**config.mk**
```make
export PLATFORM = sky130hd
export DESIGN_NAME = adc_result_hold
export DESIGN_NICKNAME = d
export VERILOG_FILES = /design/src/rtl/adc_result_pkg.sv /design/src/rtl/adc_result_ctrl.sv /design/src/rtl/adc_result_data.sv /design/src/rtl/adc_result_hold.sv
export SDC_FILE = /design/constraint.sdc
export NUM_CORES = 1
export LEC_CHECK = 0
export BUFFER_PORTS_ARGS = -buffer_cell sky130_fd_sc_hd__buf_2
export CAP_MARGIN = 5
export CORE_MARGIN = 2
export CORE_UTILIZATION = 50
export DETAILED_ROUTE_END_ITERATION = 10
export PLACE_DENSITY = 0.82
export RECOVER_POWER = 100
export SYNTH_ARGS = -nofsm -noshare
export SYNTH_HDL_FRONTEND = slang
export SYNTH_SLANG_ARGS = --single-unit
```
**constraint.sdc**
```tcl
create_clock -name clk -period 2.3 [get_ports clk]
set_input_delay 0.115 -clock clk [delete_from_list [all_inputs] [get_ports clk]]
set_output_delay 0.115 -clock clk [all_outputs]
set_load 0.1 [all_outputs]
```
**src/rtl/adc_result_pkg.sv**
```systemverilog
package adc_result_pkg;

  localparam int unsigned RES_W  = 10;
  localparam int unsigned BYTE_W = 8;

  // strobes from the control half to the datapath half
  typedef struct packed {
    logic load;     // capture the new conversion result
    logic dropped;  // a completion was discarded under the lock
  } ctrlStrobes_t;

endpackage

```
**src/rtl/adc_result_ctrl.sv**
```systemverilog
module adc_result_ctrl
  import adc_result_pkg::*;
(
  input  logic         clk,
  input  logic         rstN,
  input  logic         convDone,
  input  logic         wideMode,
  input  logic         rdHigh,
  input  logic         rdLow,
  output ctrlStrobes_t strobes,
  output logic         overrun
);

  logic lockQ;
  logic lockNext;
  logic overrunQ;
  logic overrunNext;
  logic dropNow;

  // A release in the same cycle wins over a pending lock, and 8-bit mode never locks.
  always_comb begin
    dropNow        = convDone && lockQ && wideMode && !rdLow;
    strobes.dropped = dropNow;
    strobes.load    = convDone && !dropNow;
    lockNext        = wideMode && !rdLow && (lockQ || rdHigh);
    if (rdLow) overrunNext = 1'b0;
    else       overrunNext = overrunQ || dropNow;
  end

  always_ff @(posedge clk or negedge rstN) begin
    if (!rstN) begin
      lockQ    <= 1'b0;
      overrunQ <= 1'b0;
    end else begin
      lockQ    <= lockNext;
      overrunQ <= overrunNext;
    end
  end

  assign overrun = overrunQ;

  // upper-byte read in wide mode sets the lock
  a_r2_arm_lock: assert property (@(posedge clk) disable iff (!rstN)
    (wideMode && rdHigh && !rdLow) |=> lockQ);

  // lower-byte read always releases
  a_r4_release: assert property (@(posedge clk) disable iff (!rstN)
    rdLow |=> !lockQ);

  // no lock survives a cycle in 8-bit mode
  a_r5_narrow_unlocked: assert property (@(posedge clk) disable iff (!rstN)
    !wideMode |=> !lockQ);

  // overrun is sticky until a lower-byte read
  a_r6_overrun_sticky: assert property (@(posedge clk) disable iff (!rstN)
    (overrunQ && !rdLow) |=> overrunQ);

  // a discard raises overrun
  a_r6_overrun_set: assert property (@(posedge clk) disable iff (!rstN)
    (convDone && lockQ && wideMode && !rdLow) |=> overrunQ);

endmodule

```
**src/rtl/adc_result_data.sv**
```systemverilog
module adc_result_data
  import adc_result_pkg::*;
#(
  parameter int unsigned RW = RES_W,
  parameter int unsigned BW = BYTE_W
) (
  input  logic          clk,
  input  logic          rstN,
  input  ctrlStrobes_t  strobes,
  input  logic [RW-1:0] convData,
  input  logic          wideMode,
  output logic [BW-1:0] highByte,
  output logic [BW-1:0] lowByte
);

  localparam int unsigned HI_BITS = RW - BW;   // result bits above the low byte
  localparam int unsigned PAD_W   = BW - HI_BITS;

  logic [RW-1:0] resQ;

  always_ff @(posedge clk or negedge rstN) begin
    if (!rstN)             resQ <= '0;
    else if (strobes.load) resQ <= convData;
  end

  // Byte views: wide mode splits the result; narrow mode keeps the top bits only.
  always_comb begin
    if (wideMode) begin
      highByte = {{PAD_W{1'b0}}, resQ[RW-1:BW]};
      lowByte  = resQ[BW-1:0];
    end else begin
      highByte = '0;
      lowByte  = resQ[RW-1:HI_BITS];
    end
  end

  // a load captures exactly the presented data
  a_r1_load: assert property (@(posedge clk) disable iff (!rstN)
    strobes.load |=> (resQ == $past(convData)));

  // without a load the held result does not move
  a_r3_hold: assert property (@(posedge clk) disable iff (!rstN)
    !strobes.load |=> $stable(resQ));

endmodule

```
**src/rtl/adc_result_hold.sv**
```systemverilog
module adc_result_hold
  import adc_result_pkg::*;
(
  input  logic       clk,
  input  logic       rstN,
  input  logic       convDone,
  input  logic [9:0] convData,
  input  logic       wideMode,
  input  logic       rdHigh,
  input  logic       rdLow,
  output logic [7:0] highByte,
  output logic [7:0] lowByte,
  output logic       overrun
);

  ctrlStrobes_t strobes;

  adc_result_ctrl uCtrl (
    .clk      (clk),
    .rstN     (rstN),
    .convDone (convDone),
    .wideMode (wideMode),
    .rdHigh   (rdHigh),
    .rdLow    (rdLow),
    .strobes  (strobes),
    .overrun  (overrun)
  );

  adc_result_data #(.RW(RES_W), .BW(BYTE_W)) uData (
    .clk      (clk),
    .rstN     (rstN),
    .strobes  (strobes),
    .convData (convData),
    .wideMode (wideMode),
    .highByte (highByte),
    .lowByte  (lowByte)
  );

  // in 8-bit mode each completion reaches the lower byte
  a_r5_narrow_transfer: assert property (@(posedge clk) disable iff (!rstN)
    (!wideMode && convDone) |=> (wideMode || lowByte == $past(convData[9:2])));

  // the upper byte is blank in 8-bit mode
  a_r9_narrow_high: assert property (@(posedge clk) disable iff (!rstN)
    !wideMode |-> (highByte == 8'h00));

endmodule

```
; ---- After elaboration in Yosys (flattened, before gate mapping)
; Cells that the tools add are included.
[totals]
input_bits = 16
register_bits = 12
out_inout_bits = 17
word_cells = 16
[op_classes]
n_mux = 3
reduce_logical = 10
[op_table]
columns = op, count
row1 = $mux W8, 1
row2 = $logic_and A1 B1 Y1, 6
row3 = $logic_not A1 Y1, 2
row4 = $logic_or A1 B1 Y1, 2
row5 = $mux W2, 1
row6 = $mux W1, 1

; ---- Longest topological paths before layout
[logic_depth]
ltp_word = 5
depth_mapped = 3

; ---- Modules after synthesis
; From an unflattened synthesis, not the netlist that was laid out.
[unflattened]
hier_cells = 49
area_unflattened_um2 = 704.4
[by_module_without_submodules]
columns = module, seq_area_each_um2, cells_each, area_each_um2, instances
row1 = adc_result_data, 250.2, 39, 604.3, 1
row2 = adc_result_ctrl, 50.0, 10, 100.1, 1

; ---- Worst setup path after synthesis
; Ideal clock, no wire load.
[synth_path]
path_kind = register to output
from = reg uData.resQ[8]
to = out highByte[0]
n_path_buf = 0
required_ns = 2.185
path_stages_with_launch = 2
t_arrival_ns = 1.106
slack_ns = 1.079
cell_sequence = dfrtp_1 -> and2_1
[synth_via]
elab_chain_cells = 1
[synth_lines]
columns = item, line_no
row1 = from (decl), adc_result_data.sv:19  ; logic [RW-1:0] resQ;
row2 = from (signal assigned), adc_result_data.sv:23  ; else if (strobes.load) resQ <= convData;
row3 = $mux W2, adc_result_data.sv:28  ; if (wideMode) begin
row4 = to (decl), adc_result_hold.sv:11  ; output logic [7:0] highByte,
; No other way between the ends.

; ---- Final worst setup path
[layout_path]
from = reg uData.resQ[2]
to = out lowByte[2]
[layout_via]
elab_chain_cells = 1
[layout_lines]
columns = item, line_no
row1 = $mux W8, adc_result_data.sv:28
row2 = to (decl), adc_result_hold.sv:12  ; output logic [7:0] lowByte,
; No other way between the ends.

==> flow_metrics.env <==
export IMPL_ant_nets=0
export IMPL_n_antenna_cell=0
export IMPL_drcViolationCount=0
export IMPL_p_per_area_nw_per_um2=793
export IMPL_slew_violations=0
export IMPL_netlist_instances=81
export IMPL_rr_worst_depth=2
export IMPL_seqCellArea_sq_um=300
export IMPL_netlist_area_sq_um=836
export IMPL_clk_latency_ns=0.27
export IMPL_fillers=152
export IMPL_dp_hpwl_mm=1.15
export IMPL_synth_fa_ha_area_share_pct=0
export IMPL_fmax_ghz=0.544
export IMPL_yosysTopAreaCell="dfrtp_1"
export IMPL_vias=670
export IMPL_period_share_pct=80.0
export IMPL_synthXorXnorAreaFrac_pct=0
export IMPL_root_buffer="clkbuf_4"
export IMPL_rrSetupSlack_ns=0.96
export IMPL_synth_simple_area_share_pct=26.8
export IMPL_start_util_pct=54.2
export IMPL_timing_rr_end="uData.resQ[0]"
export IMPL_synth_area_leaders="dfrtp_1 (36%), o211ai_2 (15%), mux2_2 (11%)"
export IMPL_synth_compound_area_share_pct=15.7
export IMPL_power_leakage_nw=0.392
export IMPL_hp_class="in -> reg"
export IMPL_post_drt_via_cell_ratio=5.58
export IMPL_critical_path_class="reg -> out"
export IMPL_grt_setup_unrepaired="no"
export IMPL_crit_arrival_ns=1.72
export IMPL_grt_pass1_wl_mm=2.86
export IMPL_grt_pass1_vias=595
export IMPL_cts_sink_count=12
export IMPL_die_h_um=44.9
export IMPL_port_buffers=26
export IMPL_crit_path_start_kind="register"
export IMPL_grt_ovfl_total=0
export IMPL_crit_path_start="uData.resQ[2]"
export IMPL_antenna_found_initial=0
export IMPL_grt_max_degree=24
export IMPL_final_common_cell="buf_2"
export IMPL_die_area_sq_um=2010
export IMPL_globalRouteTotalUtil_pct=19.6
export IMPL_timing_setup_tns_ns=0
export IMPL_period_needed_ns=1.84
export IMPL_multi_input_area_sq_um=428
export IMPL_rows=14
export IMPL_slew_limit_headroom_pct=22.6
export IMPL_cp_data_required_time_ns=2.18
export IMPL_drt_iter0_drc=2
export IMPL_ir_drop_v=0.000415
export IMPL_status="complete, no violations"
export IMPL_tritoncts="done"
export IMPL_cts_clk_slew_worst_paths_ns=0.08
export IMPL_firstDrtPassIters=2
export IMPL_synth_top_cell_area_share_pct=35.9
export IMPL_wl_mm=1.68
export IMPL_fin_area_sq_um=910
export IMPL_worstMarginPinSlew_ns=1.17
export IMPL_synth_mux_area_share_pct=10.8
export IMPL_cts_buffer_depth=2
export IMPL_ctsResizeCount=0
export IMPL_placed_area_sq_um=918
export IMPL_synth_warnings=0
export IMPL_finalSetupViolations=0
export IMPL_fp_dieW_um=44.9
export IMPL_synth_top_family_by_area="simple AND/OR/NAND/NOR gates"
export IMPL_fin_nets=121
export IMPL_skew_ns=0.00387
export IMPL_path_max_fanout=4
export IMPL_cts_htree_levels=1
export IMPL_critPathCapture="lowByte[2]"
export IMPL_endpoint_kind="output port"
export IMPL_yosysUniqueCellTypes=16
export IMPL_wl_per_cell_um=14.0
export IMPL_routabilityCongestion=0.696
export IMPL_drive_above_1_share_pct=26.9
export IMPL_r2r_start="uCtrl.lockQ"
export IMPL_pin_count=33
export IMPL_post_synth_cell_area_avg_sq_um=10.3
export IMPL_yosysSeqAreaShare_pct=35.9
export IMPL_syn_to_final_growth_pct=8.83
export IMPL_cts_made_buffers=3
export IMPL_total_power_mw=0.721
export IMPL_final_cell_mix="buf_2 (14), clkbuf_1 (12), dfrtp_1 (12)"
export IMPL_final_hold_viol_count=0
export IMPL_maxCapViolCount=0
export IMPL_core_area_sq_um=1540
export IMPL_synth_seq_cells=12
[routing by layer]
layer | GRT usage, % | share of wire (%) | vias to the layer above
met5 | 0 | 0 | -
met4 | 7.06 | 0.53 | 0
met3 | 4.00 | 4.7 | 2
met2 | 27.8 | 47 | 17
met1 | 29.6 | 48 | 324
li1 | - | - | 327
[per-stage QoR]
stage	setup WS (ns)	hold slack [ns]	instances	utilization, %
after floorplan	1.08	-0.181	86	-
after global placement	0.885	0.00831	115	59.6
after detailed placement	0.864	0.0165	115	59.6
after CTS	0.848	0.0975	120	62.6
after global routing	0.408	0.101	120	59.0
final	0.461	0.0988	120	59.0
[where the power goes]
group          leakage (nW)  switching (mW)  total [mW]  internal (mW)
clock network        0.0210          0.0766       0.173         0.0962
logic                 0.222           0.243       0.296         0.0532
registers             0.149          0.0227       0.253          0.230
total                 0.392           0.342       0.721          0.379
[Yosys cell counts, drive strengths merged]
cell type	count
and3b	1
nor2	2
a31oi	1
nand4b	10
and2	2
clkbuf	2
nand2b	10
o211ai	10
dfrtp	12
buf	11
nor3b	1
nand2	10
conb	1
mux2	8
[area by class of cell]
cell class                 count  area share (%)
multi-input combinational     61            47.0
clock buffer                   4            3.99
tap                           16            2.20
timing repair buffer          27            13.8
sequential                    12            33.0
[registers in the layout, summed over array words and instances (netlist names)]
name / cells
uCtrl.lockQ: 1
uCtrl.overrun: 1
uData.resQ: 10
[worst max-delay path: stages, from the launching register on]
cell and delay [ns]:
dfrtp_1 0.41, mux2_2 0.18, clkbuf_1 0.86
[worst min-delay path by stage]
stage	startpoint	end	slack, ns	cells past startpoint
after floorplan	rstN	uCtrl.lockQ	-0.18	0
after global placement	rstN	uData.resQ[5]	0.008	1
after detailed placement	rstN	uData.resQ[5]	0.02	1
after CTS	convData[6]	uData.resQ[6]	0.1	3
after global routing	convData[6]	uData.resQ[6]	0.10	3
final	convData[5]	uData.resQ[5]	0.1	3
[timing repair]
item	in CTS	in global routing
hold buffers	1	0
endpoints found under the setup margin	0	0
endpoints found under the hold margin	12	0
setup buffers	0	0
[kinds of logic after synthesis]
logic type             Yosys count
AND/OR/NAND/NOR                 36
AO/OA/AOI/OAI                   11
flip-flops                      12
multiplexers                     8
other                            1
buffers and inverters           13
No activity file was read; power rests on OpenSTA's default activity.
